File: config.mk
export PLATFORM = sky130hd
export DESIGN_NAME = seg7_latch_decoder
export DESIGN_NICKNAME = d
export VERILOG_FILES = /design/src/rtl/seg7_pkg.sv /design/src/rtl/seg7_digit_hold.sv /design/src/rtl/seg7_decode.sv /design/src/rtl/seg7_override.sv /design/src/rtl/seg7_latch_decoder.sv
export SDC_FILE = /design/constraint.sdc
export NUM_CORES = 1
export LEC_CHECK = 0
export BUFFER_PORTS_ARGS = -buffer_cell sky130_fd_sc_hd__buf_2
export CELL_PAD_IN_SITES_DETAIL_PLACEMENT = 1
export CELL_PAD_IN_SITES_GLOBAL_PLACEMENT = 2
export CORE_MARGIN = 2
export CORE_UTILIZATION = 27
export CTS_CLUSTER_SIZE = 25
export DETAILED_ROUTE_END_ITERATION = 6
export HOLD_SLACK_MARGIN = 0.02
export PLACE_DENSITY_LB_ADDON = 0.1
export SLEW_MARGIN = 40
export SYNTH_ARGS = -nofsm -noshare
export SYNTH_HDL_FRONTEND = slang
export SYNTH_SLANG_ARGS = --single-unit
File: constraint.sdc
create_clock -name clk -period 3.5 [get_ports clk]
set_input_delay 0.7 -clock clk [delete_from_list [all_inputs] [get_ports clk]]
set_output_delay 0.7 -clock clk [all_outputs]
set_load 0.02 [all_outputs]
File: src/rtl/seg7_pkg.sv
package seg7_pkg;
  localparam int unsigned DIGIT_W = 4;
  localparam int unsigned SEG_N   = 7;
  localparam int unsigned DEC_MAX = 9;

  typedef logic [DIGIT_W-1:0] digit_t;
  typedef logic [SEG_N-1:0]   seg_t;

  localparam seg_t SEG_ALL_ON  = {SEG_N{1'b1}};
  localparam seg_t SEG_ALL_OFF = '0;

  // bit 0 = a ... bit 6 = g; six and nine are drawn without tails
  function automatic seg_t glyph(input digit_t d);
    seg_t s;
    case (d)
      digit_t'(0): s = 7'b0111111;
      digit_t'(1): s = 7'b0000110;
      digit_t'(2): s = 7'b1011011;
      digit_t'(3): s = 7'b1001111;
      digit_t'(4): s = 7'b1100110;
      digit_t'(5): s = 7'b1101101;
      digit_t'(6): s = 7'b1111100;
      digit_t'(7): s = 7'b0000111;
      digit_t'(8): s = 7'b1111111;
      digit_t'(9): s = 7'b1100111;
      default:     s = SEG_ALL_OFF;
    endcase
    return s;
  endfunction
endpackage

File: src/rtl/seg7_digit_hold.sv
module seg7_digit_hold
  import seg7_pkg::*;
(
  input  logic   clk,
  input  logic   rst_n,
  input  logic   hold_i,
  input  digit_t digit_i,
  output digit_t digit_o
);
  digit_t held_q;

  always_ff @(posedge clk) begin
    if (!rst_n)       held_q <= '0;
    else if (!hold_i) held_q <= digit_i;
  end

  assign digit_o = hold_i ? held_q : digit_i;

  p_held_stable_r2: assert property (@(posedge clk) disable iff (!rst_n)
    hold_i |=> $stable(held_q));
  p_load_when_open_r1: assert property (@(posedge clk) disable iff (!rst_n)
    !hold_i |=> held_q == $past(digit_i));
endmodule

File: src/rtl/seg7_decode.sv
module seg7_decode
  import seg7_pkg::*;
(
  input  digit_t digit_i,
  output seg_t   seg_o
);
  logic in_range;
  assign in_range = (digit_i <= digit_t'(DEC_MAX));
  assign seg_o    = in_range ? glyph(digit_i) : SEG_ALL_OFF;
endmodule

File: src/rtl/seg7_override.sv
module seg7_override
  import seg7_pkg::*;
(
  input  logic lamp_test_n_i,
  input  logic blank_n_i,
  input  seg_t seg_i,
  output seg_t seg_o
);
  always_comb begin
    if (!lamp_test_n_i)  seg_o = SEG_ALL_ON;
    else if (!blank_n_i) seg_o = SEG_ALL_OFF;
    else                 seg_o = seg_i;
  end
endmodule

File: src/rtl/seg7_latch_decoder.sv
module seg7_latch_decoder
  import seg7_pkg::*;
(
  input  logic       clk,
  input  logic       rst_n,
  input  logic [3:0] digit_i,
  input  logic       hold_i,
  input  logic       lamp_test_n_i,
  input  logic       blank_n_i,
  output logic [6:0] seg_o
);
  digit_t shown_digit;
  seg_t   raw_seg;

  seg7_digit_hold u_hold (
    .clk     (clk),
    .rst_n   (rst_n),
    .hold_i  (hold_i),
    .digit_i (digit_i),
    .digit_o (shown_digit)
  );

  seg7_decode u_dec (
    .digit_i (shown_digit),
    .seg_o   (raw_seg)
  );

  seg7_override u_ovr (
    .lamp_test_n_i (lamp_test_n_i),
    .blank_n_i     (blank_n_i),
    .seg_i         (raw_seg),
    .seg_o         (seg_o)
  );

  p_lamp_all_on_r3: assert property (@(posedge clk) disable iff (!rst_n)
    !lamp_test_n_i |-> seg_o == 7'h7F);
  p_blank_all_off_r4: assert property (@(posedge clk) disable iff (!rst_n)
    (lamp_test_n_i && !blank_n_i) |-> seg_o == 7'h00);
  p_nondecimal_dark_r6: assert property (@(posedge clk) disable iff (!rst_n)
    (lamp_test_n_i && blank_n_i && !hold_i && digit_i > 4'd9) |-> seg_o == 7'h00);
  p_held_output_steady_r2: assert property (@(posedge clk) disable iff (!rst_n)
    (hold_i && lamp_test_n_i && blank_n_i && $past(hold_i)
     && $past(lamp_test_n_i) && $past(blank_n_i) && $past(rst_n)) |-> $stable(seg_o));
endmodule

==> summary.txt <==
STA
  • Final hold violations: 0
  • Slew HR: 0.698
  • Tcrit/Tclk final: 0.860
  • RSZ-0062 raised after global routing: no
  • Pins Over Slew Limit: 0
  • Setup TNS: 0 ps
  • Minimum clock period: 3010 ps
  • WHS: 694 ps
  • Slew @ Worst Pin: 444 ps
  • Final setup viols: 0
  • Clk_skew: 0 ps
  • Max Fclk: 332 MHz

Drt
  • DRT Pass-1 Iters: 2
  • 1st-iter DRT viols: 1
  • Via Count: 461
  • Number of DRC violations after detailed routing: 0
  • Post-route ant nets: 0
  • Drt total wl: 1170 um
  • WL per Instance: 12.8 um
  • Vias per inst: 5.01

Worst setup path
  • Arrival time worst endpoint: 2310 ps
  • CP max FO: 13
  • Nature of the critical path startpoint: input port
  • Max incr delay on CP: 240 ps
  • Crit-path cells: buf_2 -> mux2i_1 -> buf_4 -> inv_1 -> ha_1 -> and2_1 -> o21ai_0 -> a21oi_1 -> o21ai_1 -> buf_2
  • Crit. End Element: output port
  • CP max stage cell: buf_2
  • Reg2reg path depth: 2
  • WS Path Type: input port to output port
  • Worst path required time: 2800 ps
  • Most frequent CP cell: buf_2

Logic synthesis
  • Predominant post-synthesis flop cell: dfxtp_1
  • Synth cell types: 25
  • Post-Synthesis Cells: 57
  • Seq/Total Area, Yosys: 0.174
  • Ys Warns: 0
  • Synth Net Count: 72
  • Synth Area per Inst: 8.06 sq um
  • Area of the mapped netlist: 459 sq um
  • Post-synth EDFFs: 0
  • FF+latch count, synth: 4
  • Ys async rst share: 0

Flow run
  • Max cap viols: 0

Floorplan
  • Rows: 14
  • Core area: 1560 sq um
  • Die area: 2050 sq um
  • Initial core utilization: 0.295
  • Die width: 45.2 um
  • Num ports: 16
  • Die Span Y: 45.2 um

Cells and area
  • Most common cell after layout, fill and taps aside: buf_2
  • Top reg by flops: u_hold.held_q
  • Final core occ: 0.375
  • Share of cells above drive strength 1: 0.303
  • Largest registers: u_hold.held_q x4
  • Most frequent cells in the layout: 15 x buf_2, 8 x o21ai_1, 6 x ha_1
  • Nets: 93
  • Diode count: 0
  • Max reg flops: 4
  • Area grow syn2layout: 27.2%

Global route
  • Total track usage: 0.139
  • Antenna violations before repair: 0
  • Grt ovf: 0
  • Global-route wire length before repair: 2040 um
  • Largest net degree at the start of global routing: 14
  • Vias in the first global route: 457

Placed design
  • I/O Buffers: 15
  • Placer Congestion: 0.672
  • HPWL Detailed: 1000 um

Pwr
  • VDD IR-drop max: 0.226 mV
  • Pwr Density: 309 nW/um^2
  • LEAKAGE: 0.294 nW

CTS
  • Max clock buf depth: 2
  • CTS tree: done
  • Post-CTS Setup Bufs: 0
  • Num CTS Buffers: 3
  • CTS hold repair buffers: 0
  • Clk_lat worst skew: 230 ps
  • Clk slew on worst S/H paths: 30 ps
  • CTS root buffer: clkbuf_4
  • H-tree depth: 1
  • Post_cts resized: 0
  • Clock sinks: 4

Hold path
  • Hold Path Depth: 3
  • Hold/Removal Path Class: flip-flop to flip-flop

Outcome
  • Status: finished clean
-- stage by stage --
stage / worst slack, ps / total power [W] / cells / cell area, sq um
after floorplan: 581 / 0.000101 / 57 / 459
after global placement: 528 / 0.000127 / 89 / 562
after detailed placement: 479 / 0.000127 / 89 / 562
after CTS: 459 / 0.000186 / 92 / 584
after global routing: 270 / 0.000198 / 92 / 584
final: 492 / 0.000180 / 92 / 584
-- Yosys cell counts, types with 2 or more instances --
library cell,instances,area share
dfxtp_1,4,0.17
o21ai_0,2,0.022
o211a_1,2,0.044
nor3_1,2,0.022
ha_1,6,0.16
inv_1,3,0.025
a21oi_1,3,0.033
mux2i_1,3,0.065
nor2b_1,5,0.068
o21ai_1,8,0.087
nor2_1,3,0.025
and2_1,2,0.027
and2b_1,2,0.033
-- worst max-delay path: cells and delay by family --
kind            cells  cell delay [ps]
buf+inv             4              640
fa+ha+maj           1              190
simple gates        1              150
mux                 1              230
compound gates      3              390
-- final timing paths --
kind	from	to	slack, ps
worst max-delay path	hold_i	seg_o[6]	490
worst min-delay path	u_hold.held_q[1]	u_hold.held_q[1]	690
worst max register to register	u_hold.held_q[2]	u_hold.held_q[2]	2410
worst min register to register	u_hold.held_q[1]	u_hold.held_q[1]	690
-- cells by family after synthesis --
kind of cell / Yosys count / share of synthesized area
mux: 6 / 0.144
buf+inv: 4 / 0.0409
simple gates: 19 / 0.237
fa+ha+maj: 6 / 0.163
compound gates: 18 / 0.240
flops: 4 / 0.174
-- power breakdown --
| group | switching, W | total [W] | internal (W) | leakage [nW] |
|---|---|---|---|---|
| clock | 0.0000168 | 0.0000550 | 0.0000382 | 0.0138 |
| sequential | 0.00000253 | 0.0000512 | 0.0000487 | 0.0330 |
| combinational | 0.0000428 | 0.0000742 | 0.0000314 | 0.247 |
-- metal layers --
layer	track usage	vias up	wire [um]
met1	0.195	209	579
met2	0.211	10	552
met3	0.0480	0	41
met4	0.0176	0	0
met5	0	-	0
li1	-	242	-
-- area by class of cell --
class	instances	area [sq um]
flip-flops and latches	4	80.1
multi-input cells	49	360
fillers	207	975
well taps	16	20.0
clock buffers	3	22.5
repair buffers	17	90.1
inverters	3	11.3
No activity file was read; power rests on OpenSTA's default activity.
